File: src/rtl/irq_ctrl_pkg.sv
package irq_ctrl_pkg;

  typedef enum logic [1:0] {
    IM_ZERO = 2'd0,
    IM_ONE  = 2'd1,
    IM_TWO  = 2'd2
  } irq_mode_e;

  // Only the two low bits of the field select the mode.
  function automatic irq_mode_e decode_mode(input logic [1:0] lo);
    irq_mode_e m;
    if (!lo[1])     m = IM_ZERO;
    else if (lo[0]) m = IM_TWO;
    else            m = IM_ONE;
    return m;
  endfunction

endpackage

File: src/rtl/irq_enable_ff.sv
module irq_enable_ff (
  input  logic clk,
  input  logic rst_n,
  input  logic ev_enable,
  input  logic ev_disable,
  input  logic ev_ret,
  input  logic ev_nmi_take,
  input  logic ev_boundary,
  output logic iff1,
  output logic iff2,
  output logic pending
);

  always_ff @(posedge clk) begin
    if (!rst_n) begin
      iff1    <= 1'b0;
      iff2    <= 1'b0;
      pending <= 1'b0;
    end else if (ev_disable) begin
      iff1    <= 1'b0;
      iff2    <= 1'b0;
      pending <= 1'b0;
    end else if (ev_enable) begin
      iff1    <= 1'b1;
      iff2    <= 1'b1;
      pending <= 1'b1;
    end else begin
      if (ev_nmi_take)  iff1 <= 1'b0;
      else if (ev_ret)  iff1 <= iff2;
      if (ev_boundary)  pending <= 1'b0;
    end
  end


  disable_clears_chk: assert property (@(posedge clk) disable iff (!rst_n)
    ev_disable |=> (!iff1 && !iff2 && !pending));


  enable_defers_chk: assert property (@(posedge clk) disable iff (!rst_n)
    (ev_enable && !ev_disable) |=> (iff1 && iff2 && pending));


  nmi_keeps_backup_chk: assert property (@(posedge clk) disable iff (!rst_n)
    (ev_nmi_take && !ev_enable && !ev_disable) |=> (!iff1 && iff2 == $past(iff2)));


  ret_restores_chk: assert property (@(posedge clk) disable iff (!rst_n)
    (ev_ret && !ev_nmi_take && !ev_enable && !ev_disable) |=> (iff1 == $past(iff2)));

endmodule

File: src/rtl/irq_mode_reg.sv
module irq_mode_reg
  import irq_ctrl_pkg::*;
#(
  parameter int CODE_W = 3
) (
  input  logic              clk,
  input  logic              rst_n,
  input  logic              ev_set_mode,
  input  logic [CODE_W-1:0] mode_code,
  output logic [1:0]        cur_mode
);

  irq_mode_e mode_q;
  logic      unused_code_hi;

  assign unused_code_hi = ^mode_code[CODE_W-1:2];

  always_ff @(posedge clk) begin
    if (!rst_n)           mode_q <= IM_ZERO;
    else if (ev_set_mode) mode_q <= decode_mode(mode_code[1:0]);
  end

  assign cur_mode = mode_q;


  mode_legal_chk: assert property (@(posedge clk) disable iff (!rst_n)
    cur_mode != 2'd3);


  mode_hold_chk: assert property (@(posedge clk) disable iff (!rst_n)
    !ev_set_mode |=> $stable(cur_mode));

endmodule

File: src/rtl/irq_base_reg.sv
module irq_base_reg #(
  parameter int DATA_W = 8
) (
  input  logic              clk,
  input  logic              rst_n,
  input  logic              ev_load_base,
  input  logic [DATA_W-1:0] acc_in,
  input  logic              ev_read_base,
  input  logic              backup_ff,
  output logic [DATA_W-1:0] base_out,
  output logic              rd_valid,
  output logic [DATA_W-1:0] rd_data,
  output logic              rd_pv
);

  always_ff @(posedge clk) begin
    if (!rst_n) begin
      base_out <= '0;
      rd_valid <= 1'b0;
      rd_data  <= '0;
      rd_pv    <= 1'b0;
    end else begin
      if (ev_load_base) base_out <= acc_in;
      rd_valid <= ev_read_base;
      if (ev_read_base) begin
        rd_data <= base_out;
        rd_pv   <= backup_ff;
      end
    end
  end


  load_base_chk: assert property (@(posedge clk) disable iff (!rst_n)
    ev_load_base |=> (base_out == $past(acc_in)));


  read_strobe_chk: assert property (@(posedge clk) disable iff (!rst_n)
    ev_read_base |=> (rd_valid && rd_data == $past(base_out)));

endmodule

File: src/rtl/irq_ctrl.sv
module irq_ctrl #(
  parameter int DATA_W = 8,
  parameter int CODE_W = 3
) (
  input  logic              clk,
  input  logic              rst_n,
  input  logic              ev_enable,
  input  logic              ev_disable,
  input  logic              ev_set_mode,
  input  logic [CODE_W-1:0] mode_code,
  input  logic              ev_reti,
  input  logic              ev_retn,
  input  logic              ev_nmi_take,
  input  logic              ev_load_base,
  input  logic [DATA_W-1:0] acc_in,
  input  logic              ev_read_base,
  input  logic              ev_boundary,
  output logic              irq_allowed,
  output logic [1:0]        cur_mode,
  output logic [DATA_W-1:0] base_out,
  output logic              rd_valid,
  output logic [DATA_W-1:0] rd_data,
  output logic              rd_pv
);

  logic iff1, iff2, pending;

  irq_enable_ff u_ff (
    .clk         (clk),
    .rst_n       (rst_n),
    .ev_enable   (ev_enable),
    .ev_disable  (ev_disable),
    .ev_ret      (ev_reti | ev_retn),
    .ev_nmi_take (ev_nmi_take),
    .ev_boundary (ev_boundary),
    .iff1        (iff1),
    .iff2        (iff2),
    .pending     (pending)
  );

  irq_mode_reg #(.CODE_W(CODE_W)) u_mode (
    .clk         (clk),
    .rst_n       (rst_n),
    .ev_set_mode (ev_set_mode),
    .mode_code   (mode_code),
    .cur_mode    (cur_mode)
  );

  irq_base_reg #(.DATA_W(DATA_W)) u_base (
    .clk          (clk),
    .rst_n        (rst_n),
    .ev_load_base (ev_load_base),
    .acc_in       (acc_in),
    .ev_read_base (ev_read_base),
    .backup_ff    (iff2),
    .base_out     (base_out),
    .rd_valid     (rd_valid),
    .rd_data      (rd_data),
    .rd_pv        (rd_pv)
  );

  assign irq_allowed = iff1 & ~pending;


  enable_blocks_chk: assert property (@(posedge clk) disable iff (!rst_n)
    (ev_enable && !ev_disable) |=> !irq_allowed);


  same_cycle_boundary_chk: assert property (@(posedge clk) disable iff (!rst_n)
    (ev_enable && ev_boundary && !ev_disable) |=> !irq_allowed);

endmodule

File: config.mk
export PLATFORM = sky130hd
export DESIGN_NAME = irq_ctrl
export DESIGN_NICKNAME = d
export VERILOG_FILES = /design/src/rtl/irq_ctrl_pkg.sv /design/src/rtl/irq_enable_ff.sv /design/src/rtl/irq_mode_reg.sv /design/src/rtl/irq_base_reg.sv /design/src/rtl/irq_ctrl.sv
export SDC_FILE = /design/constraint.sdc
export NUM_CORES = 1
export LEC_CHECK = 0
export BUFFER_PORTS_ARGS = -buffer_cell sky130_fd_sc_hd__buf_4
export CORE_UTILIZATION = 36
export CTS_CLUSTER_DIAMETER = 50
export DETAILED_ROUTE_END_ITERATION = 10
export GPL_TIMING_DRIVEN = 0
export HOLD_SLACK_MARGIN = 0.05
export PLACE_DENSITY_LB_ADDON = 0.2
export SLEW_MARGIN = 25
export SYNTH_ARGS = -nofsm -noshare
export SYNTH_HDL_FRONTEND = slang
export SYNTH_HIERARCHICAL = 1
export SYNTH_SLANG_ARGS = --single-unit
File: constraint.sdc
create_clock -name clk -period 0.8 [get_ports clk]
set_clock_uncertainty 0.1 [all_clocks]
set_input_delay 0.16 -clock clk [delete_from_list [all_inputs] [get_ports clk]]
set_output_delay 0.16 -clock clk [all_outputs]
set_load 0.1 [all_outputs]
==> flow_summary.ini <==
[clocking]
numCtsBuffers = 3
insertion_delay_ps = 300
clk_pin_slew_ps = 120
cts_max_level = 1
cts.path.max_buffers = 2
cts_tree = built
clock_sink_count = 23
clockRootBuffer = clkbuf_4

[drt]
drcViolationCount = 0
wl_mm = 1.99
first_pass_iters = 1
wl_per_cell_microns = 12.6
post_drt_via_cell_ratio = 4.62
num_vias = 726
drtIter0Drc = 0
ant_nets = 0

[die]
ioPinCount = 43
die_h_microns = 51.5
die_area_sq_mm = 0.00266
std_cell_rows = 17
core-area_sq_mm = 0.00225
initial_core_util_pct = 39.2
fp.dieW_microns = 51.5

[power]
peakVddDrop_uv = 1160
p_leak_uw = 0.000729
p_switching_uw = 849
power_density_mw_per_mm2 = 1530
intPower_uw = 1720
power_frac_comb_pct = 32.5
sequentialPowerShare_pct = 47.7
clkPwrFrac_pct = 19.8
swShare_pct = 33.1

[min_path]
hold_class = in2reg
worstHoldPathCells = 3

[setup_path]
crit_type = reg2out
cp.required_ps = 540
endpoint_kind = primary output
cp.arrival_ps = 970
rr_worst_depth = 3
cp-start-kind = flip-flop
crit_path_max_fanout = 2

[global_route]
grt_usage_pct = 16.6
grt-ovfl-total = 0
grt_pass1_wl_mm = 3.20
antenna_found_initial = 0
grt_pass1_vias = 733
grt_max_degree = 16

[synthesis]
synth_area_leaders = dfxtp_1 52%, mux2i_1 20%, nor2b_1 13%
async_flop_share_pct = 0
ys_seq_area_share_pct = 52.1
ys_ff_latch = 23
syn_nets = 100
syn-mean-instance-area_sq_um = 11.3
synth-main-ff-cell = dfxtp_1
ys.warnings.count = 6
synth_area_leader_cell = dfxtp_1
syn_area_sq_um = 883
synth-edff-count = 0
synth_cell_types = 17
synthCells = 78
synth_top_area_share_pct = 52.1

[sta]
max_freq_mhz = 815
fin_crit_ps = 1230
finalSetupViolations = 37
rsz0062_at_grt = true
finalMaxSlewViolations = 0
tightestPinTransition_ps = 171
whs_ps = -14.8
fin_ws_ps = -428
hold_viol_final = 1
post-route-period-util_pct = 153
max_slew_margin_pct = 88.3

[final_layout]
layout-drive-gt1-share_pct = 61.2
final_area_sq_mm = 0.00167
diodes = 0
area_growth_syn_to_layout_pct = 89.5
nNetsFinal = 152
finish.utilization_pct = 74.3

[placed_design]
finalWeightedCongestion = 0.675
portBuffers = 39
place_hpwl_mm = 1.26
place_area_sq_mm = 0.00129
dp_worst_setup_slack_ps = -207

[status]
violations = hold timing, setup timing
status = finished, violations left

[flow_run]
max_cap_viol_count = 0
state kept, by name, summed over array words and instances, names as in the netlist:
| name | flops |
|---|---|
| u_base/base_out | 8 |
| u_base/rd_data | 8 |
| u_base/rd_pv | 1 |
| u_base/rd_valid | 1 |
| u_ff/iff1 | 1 |
| u_ff/iff2 | 1 |
| u_ff/pending | 1 |
| u_mode/cur_mode | 2 |
worst paths after layout:
kind	endpoint	slack (ps)	from
max	irq_allowed	-430	u_ff/iff1
max reg2reg	u_base/base_out[2]	-100	u_base/base_out[2]
min	u_ff/iff2	-10	ev_enable
min reg2reg	u_ff/iff2	410	u_ff/iff2
routing by layer:
metal,GRT usage (%),part of all wire [%],up-vias
li1,-,-,363
met1,17.5,40,339
met2,30.5,54,22
met3,4.09,4.7,2
met4,8.11,0.81,0
met5,0,0,-
layout by cell type (no fill, tap or decap), drive strengths merged, types with 2 or more instances in the layout:
cell and n:
clkbuf 3, buf 50, nor2 2, mux2i 18, nor2b 18, nand3b 2, dfxtp 23, nand2 2
cell usage after synthesis, drive strengths merged, types with 2 or more instances:
cell type,number
nor2b,18
nand2,2
mux2i,18
dfxtp,23
nand3b,2
buf,3
nor2,2
cell families after synthesis:
| group | after synthesis | synth area share [%] |
|---|---|---|
| and+or+nand+nor | 31 | 22.0 |
| buffers and inverters | 4 | 4.25 |
| DFF | 23 | 52.1 |
| AOI/OAI and AO/OA | 2 | 1.27 |
| muxes | 18 | 20.4 |
area by class of cell:
cell class / count / area [sq um]
clock buffers: 3 / 22.5
multi-input cells: 51 / 393
fillers: 157 / 581
repair buffers: 47 / 642
well taps: 28 / 35.0
plain buffers: 3 / 33.8
inverters: 1 / 3.75
flip-flops and latches: 23 / 539
clock inverters: 1 / 5.00
worst max-delay path, stage by stage (launching register included):
cell	delay, ps
dfxtp_2	340
nor2b_4	150
buf_12	180
power groups by stage:
stage          Combinational (uW)  Sequential [uW]  Clock (uW)
6_report                      833             1220         508
5_1_grt                       864             1230         588
4_1_cts                       833             1220         536
3_5_place_dp                  660             1220           0
3_3_place_gp                  655             1220           0
2_1_floorplan                 154             1550           0
per-stage QoR:
step                std cells  total power, uW  setup TNS, ps
detailed placement        145             1880          -1980
global route              157             2680          -9040
CTS                       157             2590          -7850
floorplan                  78             1710          -2020
finish                    157             2570          -7560
global placement          145             1880          -1840
timing repair:
| action | in CTS | in global routing |
|---|---|---|
| gates resized for setup | 70 | 4 |
| pin swaps | 0 | 0 |
| setup endpoints to repair | 21 | 39 |
| endpoints found under the hold margin | 13 | 12 |
| setup buffers | 8 | 2 |
No activity file was read; power rests on OpenSTA's default activity.
